==> config.mk <==
export PLATFORM = sky130hd
export DESIGN_NAME = seg_addr_gen
export DESIGN_NICKNAME = d
export VERILOG_FILES = /design/src/rtl/seg_addr_pkg.sv /design/src/rtl/seg_addr_ctrl.sv /design/src/rtl/seg_addr_dp.sv /design/src/rtl/seg_addr_gen.sv
export SDC_FILE = /design/constraint.sdc
export NUM_CORES = 1
export LEC_CHECK = 0
export BUFFER_PORTS_ARGS = -buffer_cell sky130_fd_sc_hd__buf_4
export CORE_MARGIN = 2
export CORE_UTILIZATION = 51
export DETAILED_ROUTE_END_ITERATION = 8
export PLACE_DENSITY = 0.86
export REMOVE_ABC_BUFFERS = 1
export SLEW_MARGIN = 20
export SYNTH_ARGS = -nofsm -noshare
export SYNTH_HDL_FRONTEND = slang
export SYNTH_SLANG_ARGS = --single-unit
export TNS_END_PERCENT = 30
==> constraint.sdc <==
create_clock -name clk -period 3.49 [get_ports clk]
set_clock_uncertainty 0.05 [all_clocks]
set_input_delay 0.5235 -clock clk [delete_from_list [all_inputs] [get_ports clk]]
set_output_delay 0.5235 -clock clk [all_outputs]
set_load 0.03 [all_outputs]
==> src/rtl/seg_addr_pkg.sv <==
package seg_addr_pkg;
  localparam int NSEG = 4;

  typedef enum logic [1:0] {SEG_CODE = 2'd0, SEG_DATA = 2'd1, SEG_STACK = 2'd2, SEG_EXTRA = 2'd3} segId_e;
  typedef enum logic [1:0] {ACC_FETCH = 2'd0, ACC_DATA = 2'd1, ACC_STACK = 2'd2, ACC_STRDST = 2'd3} accKind_e;

  typedef struct packed {
    logic [NSEG-1:0] segWr;
    logic            capture;
    segId_e          rdSel;
  } segCtrl_t;
endpackage

==> src/rtl/seg_addr_ctrl.sv <==
module seg_addr_ctrl
  import seg_addr_pkg::*;
(
  input  logic       segLoadEn,
  input  logic [1:0] segLoadSel,
  input  logic       farJmpEn,
  input  logic       reqValid,
  input  logic [1:0] reqKind,
  input  logic       ovrEn,
  input  logic [1:0] ovrSel,
  output segCtrl_t   ctrl
);
  always_comb begin
    ctrl = '0;
    for (int i = 0; i < NSEG; i++) begin
      if (i == int'(SEG_CODE)) ctrl.segWr[i] = farJmpEn;
      else                     ctrl.segWr[i] = segLoadEn && (segLoadSel == 2'(i));
    end
    ctrl.capture = reqValid;
    unique case (accKind_e'(reqKind))
      ACC_FETCH:  ctrl.rdSel = SEG_CODE;
      ACC_DATA:   ctrl.rdSel = ovrEn ? segId_e'(ovrSel) : SEG_DATA;
      ACC_STACK:  ctrl.rdSel = ovrEn ? segId_e'(ovrSel) : SEG_STACK;
      ACC_STRDST: ctrl.rdSel = SEG_EXTRA;
      default:    ctrl.rdSel = SEG_DATA;
    endcase
  end
endmodule

==> src/rtl/seg_addr_dp.sv <==
module seg_addr_dp
  import seg_addr_pkg::*;
#(
  parameter int SEG_W = 16,
  parameter int OFF_W = 16,
  parameter int SHIFT = 4,
  localparam int ADDR_W = SEG_W + SHIFT
) (
  input  logic              clk,
  input  logic              rstN,
  input  segCtrl_t          ctrl,
  input  logic [SEG_W-1:0]  segLoadVal,
  input  logic [SEG_W-1:0]  farJmpVal,
  input  logic [OFF_W-1:0]  reqOffset,
  output logic              addrValid,
  output logic [ADDR_W-1:0] physAddr,
  output logic [1:0]        segUsed
);
  logic [SEG_W-1:0]  segFile [NSEG];
  logic [SEG_W-1:0]  segBase;
  logic [ADDR_W-1:0] sumAddr;

  for (genvar g = 0; g < NSEG; g++) begin : gSeg
    logic [SEG_W-1:0] wrVal;
    if (g == int'(SEG_CODE)) begin : gCode
      assign wrVal = farJmpVal;
    end else begin : gGen
      assign wrVal = segLoadVal;
    end
    always_ff @(posedge clk) begin
      if (!rstN)              segFile[g] <= '0;
      else if (ctrl.segWr[g]) segFile[g] <= wrVal;
    end
  end

  assign segBase = segFile[ctrl.rdSel];
  // carry past the top bit is dropped by the width of the sum
  assign sumAddr = {segBase, {SHIFT{1'b0}}} + ADDR_W'(reqOffset);

  always_ff @(posedge clk) begin
    if (!rstN) begin
      addrValid <= 1'b0;
      physAddr  <= '0;
      segUsed   <= '0;
    end else begin
      addrValid <= ctrl.capture;
      if (ctrl.capture) begin
        physAddr <= sumAddr;
        segUsed  <= ctrl.rdSel;
      end
    end
  end
endmodule

==> src/rtl/seg_addr_gen.sv <==
module seg_addr_gen
  import seg_addr_pkg::*;
#(
  parameter int SEG_W = 16,
  parameter int OFF_W = 16,
  localparam int ADDR_W = SEG_W + 4
) (
  input  logic              clk,
  input  logic              rstN,
  input  logic              segLoadEn,
  input  logic [1:0]        segLoadSel,
  input  logic [SEG_W-1:0]  segLoadVal,
  input  logic              farJmpEn,
  input  logic [SEG_W-1:0]  farJmpVal,
  input  logic              reqValid,
  input  logic [1:0]        reqKind,
  input  logic [OFF_W-1:0]  reqOffset,
  input  logic              ovrEn,
  input  logic [1:0]        ovrSel,
  output logic              addrValid,
  output logic [ADDR_W-1:0] physAddr,
  output logic [1:0]        segUsed
);
  segCtrl_t ctrl;

  seg_addr_ctrl uCtrl (
    .segLoadEn(segLoadEn), .segLoadSel(segLoadSel), .farJmpEn(farJmpEn),
    .reqValid(reqValid), .reqKind(reqKind), .ovrEn(ovrEn), .ovrSel(ovrSel),
    .ctrl(ctrl)
  );

  seg_addr_dp #(.SEG_W(SEG_W), .OFF_W(OFF_W), .SHIFT(4)) uDp (
    .clk(clk), .rstN(rstN), .ctrl(ctrl), .segLoadVal(segLoadVal),
    .farJmpVal(farJmpVal), .reqOffset(reqOffset), .addrValid(addrValid),
    .physAddr(physAddr), .segUsed(segUsed)
  );
endmodule

Word-level counts from Yosys, hierarchy flattened
Memory sizes are Yosys's and may differ from the RTL's.
Cells that the tools add are included.
{ "totals": {"elab_cells": 39, "input_bits": 60, "regBits": 23, "n_memories": 1, "mem_bits_rw": 64, "output_inout_bits": 23} }
{ "classes": {"addsub": 1, "n_mux": 20, "reduce_logical": 4, "n_eq_ne": 6, "bitwise_logic": 4} }
{ "mem_list": {"columns": ["memory", "words", "width", "rd", "rd_clocked_by_memory_dff", "write_ports", "line_no", "source"], "rows": [
  ["uDp.segFile", 4, 16, 1, 0, 4, "seg_addr_dp.sv:19", "logic [SEG_W-1:0] segFile [NSEG];"]
]} }
{ "op_table": {"columns": ["cell", "n"], "rows": [
  ["$mux 16", 4],
  ["$add 20x16->20", 1],
  ["$mux 1", 13],
  ["$eq 2x2->1 const B", 4],
  ["$pmux 2 s4", 1],
  ["$eq 2x1->1 const B", 2],
  ["$mux 2", 2],
  ["$or 1x1->1", 4],
  ["$logic_and 1x1->1", 3],
  ["$logic_not 2->1", 1]
]} }

Depth between registers and ports, before layout
{ "logic_depth": {"word_depth": 6, "mapped_depth": 14, "mapped_depth_nobuf": 12} }

Cells and area by module
A second synthesis with hierarchy kept.
{ "unflattened": {"cells_unflattened": 348, "hier_area_um2": 4336.7} }
{ "by_module_without_submodules": {"columns": ["mod", "seq_area_each_um2", "area_each_um2", "n_inst", "cells_per_inst"], "rows": [
  ["seg_addr_dp", 2382.3, 4257.8, 1, 333],
  ["seg_addr_ctrl", 0.0, 78.8, 1, 15]
]} }

Worst setup path after synthesis
OpenSTA, ideal clock, no wires.
{ "synth_path": {"kind": "input -> register", "start": "in reqKind[0]", "end": "reg uDp.physAddr[14]", "slack_ps": -175, "path_stages": 14, "t_arrival_ps": 3536, "required_time_ps": 3361, "n_path_buf": 3, "setup_time_ps": 79, "path_cell_list": "buf_6 a21o_1 a22oi_2 buf_6 buf_4 mux4_2 ha_1 fa_1 a21o_1 a21oi_1 o221ai_1 a31oi_1 nand4_1 o211ai_1"} }
{ "synth_via": {"elab_chain_cells": 4, "elab_cells_between_ends": 7, "classes_between": "add/sub (1); eq/ne (3); mux (1); reduce/logical (1); memory (1)"} }
{ "synth_lines": {"columns": ["item", "line_no", "source"], "rows": [
  ["start: declaration", "seg_addr_gen.sv:16", "input logic [1:0] reqKind,"],
  ["$eq 2x2->1 (tied with other cells)", "seg_addr_ctrl.sv:20", "unique case (accKind_e'(reqKind))"],
  ["$pmux 2 s4 (*)", "seg_addr_ctrl.sv:20", null],
  ["$mem_v2 4x16 (*)", null, null],
  ["$add 20x16->20 (*)", "seg_addr_dp.sv:38", "assign sumAddr = {segBase, {SHIFT{1'b0}}} + ADDR_W'(reqOffset);"],
  ["end signal: assignment", "seg_addr_dp.sv:48", "physAddr <= sumAddr;"],
  ["end: declaration", "seg_addr_dp.sv:16", "output logic [ADDR_W-1:0] physAddr,"]
]} }
Mark *: on every way between the ends. The rest lies on a longest branch, timed or not.
A chain may end at the register's enable or synchronous reset.

Worst setup path in the final report
{ "layout_path": {"start": "in reqKind[1]", "end": "reg uDp.physAddr[17]"} }
The elaborated chain is that of the path after synthesis.

==> reports/qor.csv <==
stage,metric,value,unit
synth,asyncSetResetFlopFracSynth,0,%
synth,synth-warning-count,0,
setup_path,critical_path.cell_chain,"buf_4, a21o_1, a22oi_2, buf_12, buf_4, mux4_2, ha_1, a21oi_1, o21ba_2, nand3_1, a221o_1, a211o_1, a31oi_1",
setup_path,startpoint_type,input pin,
setup_path,timing.critical_path.slowest_stage_cell,sky130_fd_sc_hd__mux4_2,
route,routed_wl,10700,um
route,detail_route.drc_violations,0,
sta,final_max_slew_viol_count,0,
global_routing,number_of_global_route_vias_before_repair,3563,
clock_tree,cts.sinks,87,
global_routing,antenna_found_initial,0,
setup_path,criticalPathCategory,in -> reg,
final_layout,drive_gt1_share,33.3,%
worst_hold_path,holdCritPathClass,in -> reg,
pwr,max_rail_drop_vdd,0.289,mV
setup_path,critPathMaxFanout,9,
synth,seq_area_frac_synth,52.3,%
synth,postSynthCellCount,377,
final_layout,layout_common_cells,"sky130_fd_sc_hd__buf_4, sky130_fd_sc_hd__edfxtp_1, sky130_fd_sc_hd__and2_1",
pwr,power.density,464,nW/um2
clock_tree,cts_repair_resize_count,0,
route,via_count,3489,
route,wl_per_cell,17.6,um
die,row_count,34,
sta,timing.final.setup_violations,0,
sta,layout_worst_path_cycle_share,94.0,%
clock_tree,clkLatencyLatePin,0.35,ns
synth,postSynthAreaPerCell,12.1,um2
placed_design,placer_congestion_estimate,0.908,
synth,syn_area,4560,um2
clock_tree,cts_buffer_depth,2,
final_layout,layout-area-overhead-vs-synth,25.7,%
die,chipWidth,98.6,um
die,floorplan.io_pins,83,
die,die_area,9710,um2
status,status,completed,
setup_path,critical_path_arrival,3.52,ns
final_layout,design.final.nets,567,
setup_path,crit_buf_inv,3,
setup_path,path_common_cell,sky130_fd_sc_hd__buf_4,
route,ant_nets,0,
sta,rsz_0062_raised_after_global_routing,false,
clock_tree,htree_levels,3,
sta,finalHoldViolCount,0,
sta,final.setup.tns,0,ns
final_layout,layout.cells.most_common,sky130_fd_sc_hd__buf_4,
setup_path,timing.critical_path.to_type,flip-flop,
sta,slew_headroom,38.2,%
synth,ys_ff_latch,87,
setup_path,crit_path_required_time,3.73,ns
sta,timing.hold.ws,0.357,ns
global_routing,global_route_wire_length_before_repair,17300,um
clock_tree,clk_transition_reported_paths,0.09,ns
run,max_cap_violations,0,
clock_tree,tritoncts_clock_tree,built,
route,drc_violation_total_after_the_first_tritonroute_iteration,207,
synth,ys_types,58,
setup_path,path_delay_family,compound AO/OA/AOI/OAI gates,
clock_tree,hold_bufs_inserted_after_cts,0,
placed_design,buffer_ports.inserted,82,
placed_design,detailedPlacementHpwl,7830,um
die,fp.dieH,98.6,um
die,start_util,52.5,%
sta,fmax,305,MHz
clock_tree,post_cts.repair.setup_buffers,0,
global_routing,grtUsageTotal,22.8,%
global_routing,gr-total-overflow,0,
setup_path,slowest_delay,0.54,ns
pwr,power_leakage,2.44,nW
clock_tree,numCtsBuffers,9,
sta,min_period,3.28,ns
clock_tree,root_buffer,sky130_fd_sc_hd__clkbuf_8,
pwr,report.power.total,2.66,mW
sta,worst_pin_slew,0.927,ns
route,vias_per_cell,5.75,
synth,synth-edff-count,64,
placed_design,placed_cells_incl_taps,591,
synth,synthFlopType,sky130_fd_sc_hd__edfxtp_1,
route,drt_pre_antenna_iters,5,
die,placeableCoreArea,8680,um2
global_routing,grt_start_max_net_pins,35,
final_layout,finalNonFillerCells,607,
final_layout,diodes,0,
logic make-up (layout without fill, tap and decap cells):
family | Yosys count | after routing | share of synthesized area (%)
and+or+nand+nor | 137 | 137 | 17.5
adders and majority gates | 13 | 13 | 3.73
AOI/OAI and AO/OA | 74 | 74 | 12.0
DFF | 87 | 87 | 52.3
muxes | 30 | 30 | 9.96
xor gates and xnor gates | 7 | 7 | 1.34
buffers and inverters | 29 | 151 | 3.24
final timing paths:
kind	start	to	slack, ns	depth (start not counted)
worst min register to register	uDp.physAddr[15]	uDp.physAddr[15]	0.42	2
worst max register to register	uDp.segFile[0][0]	uDp.physAddr[14]	0.76	9
worst max-delay path	reqKind[1]	uDp.physAddr[17]	0.21	13
worst min-delay path	reqOffset[3]	uDp.physAddr[3]	0.36	3
worst register-to-register path, cell delays in order, from the launching register on:
cell and delay [ns]:
sky130_fd_sc_hd__edfxtp_1 0.39, sky130_fd_sc_hd__mux4_2 0.48, sky130_fd_sc_hd__ha_1 0.22, sky130_fd_sc_hd__fa_1 0.41
sky130_fd_sc_hd__a21o_1 0.19, sky130_fd_sc_hd__a21oi_2 0.21, sky130_fd_sc_hd__o221ai_1 0.19, sky130_fd_sc_hd__a31oi_1 0.26
sky130_fd_sc_hd__nand4_1 0.14, sky130_fd_sc_hd__o211ai_1 0.12
metal layers:
layer  up-vias  part of all wire [%]  global-route usage, %
met2       116                    50                   38.5
li1       1662                     -                      -
met4         0                   2.0                   8.85
met3        16                   5.1                   4.18
met5         -                     0                      0
met1      1695                    43                   29.4
metrics by stage:
step	util, %	cell area [um2]	setup slack (ns)
finish	66.0	5730	0.208
global route	66.0	5730	0.0714
CTS	66.0	5730	0.128
detailed placement	63.8	5540	-0.229
global placement	63.8	5540	-0.106
floorplan	-	4450	-0.460
synth_stat cells (all sizes together), types with 9 or more instances:
master / instances / area [um2]
a21oi: 13 / 65.1
and2: 53 / 332
and3: 17 / 106
clkbuf: 10 / 37.5
dfxtp: 23 / 460
edfxtp: 64 / 1920
ha: 12 / 150
inv: 9 / 33.8
mux2i: 15 / 150
mux4: 12 / 270
nand2: 13 / 48.8
nor2: 23 / 86.3
o21ai: 12 / 60.1
where the power goes:
group | leakage, nW | total (mW) | internal (mW) | switching [mW]
registers | 0.834 | 1.24 | 1.20 | 0.0362
logic | 1.51 | 0.718 | 0.345 | 0.373
clock network | 0.0941 | 0.703 | 0.329 | 0.373
total | 2.44 | 2.66 | 1.88 | 0.783
sequential cells by signal, summed over array words and instances (netlist names):
register,count
uDp.segFile,64
uDp.physAddr,20
uDp.segUsed,2
uDp.addrValid,1
area by class of cell:
| cell class | count | area [um2] |
|---|---|---|
| Inverter | 11 | 41.3 |
| Timing Repair Buffer | 124 | 943 |
| Multi-Input combinational cell | 261 | 2040 |
| Clock buffer | 10 | 128 |
| Fill cell | 668 | 2950 |
| Clock inverter | 6 | 60.1 |
| Tap cell | 108 | 135 |
| Sequential cell | 87 | 2380 |
Power figures use the tool's default switching activity.
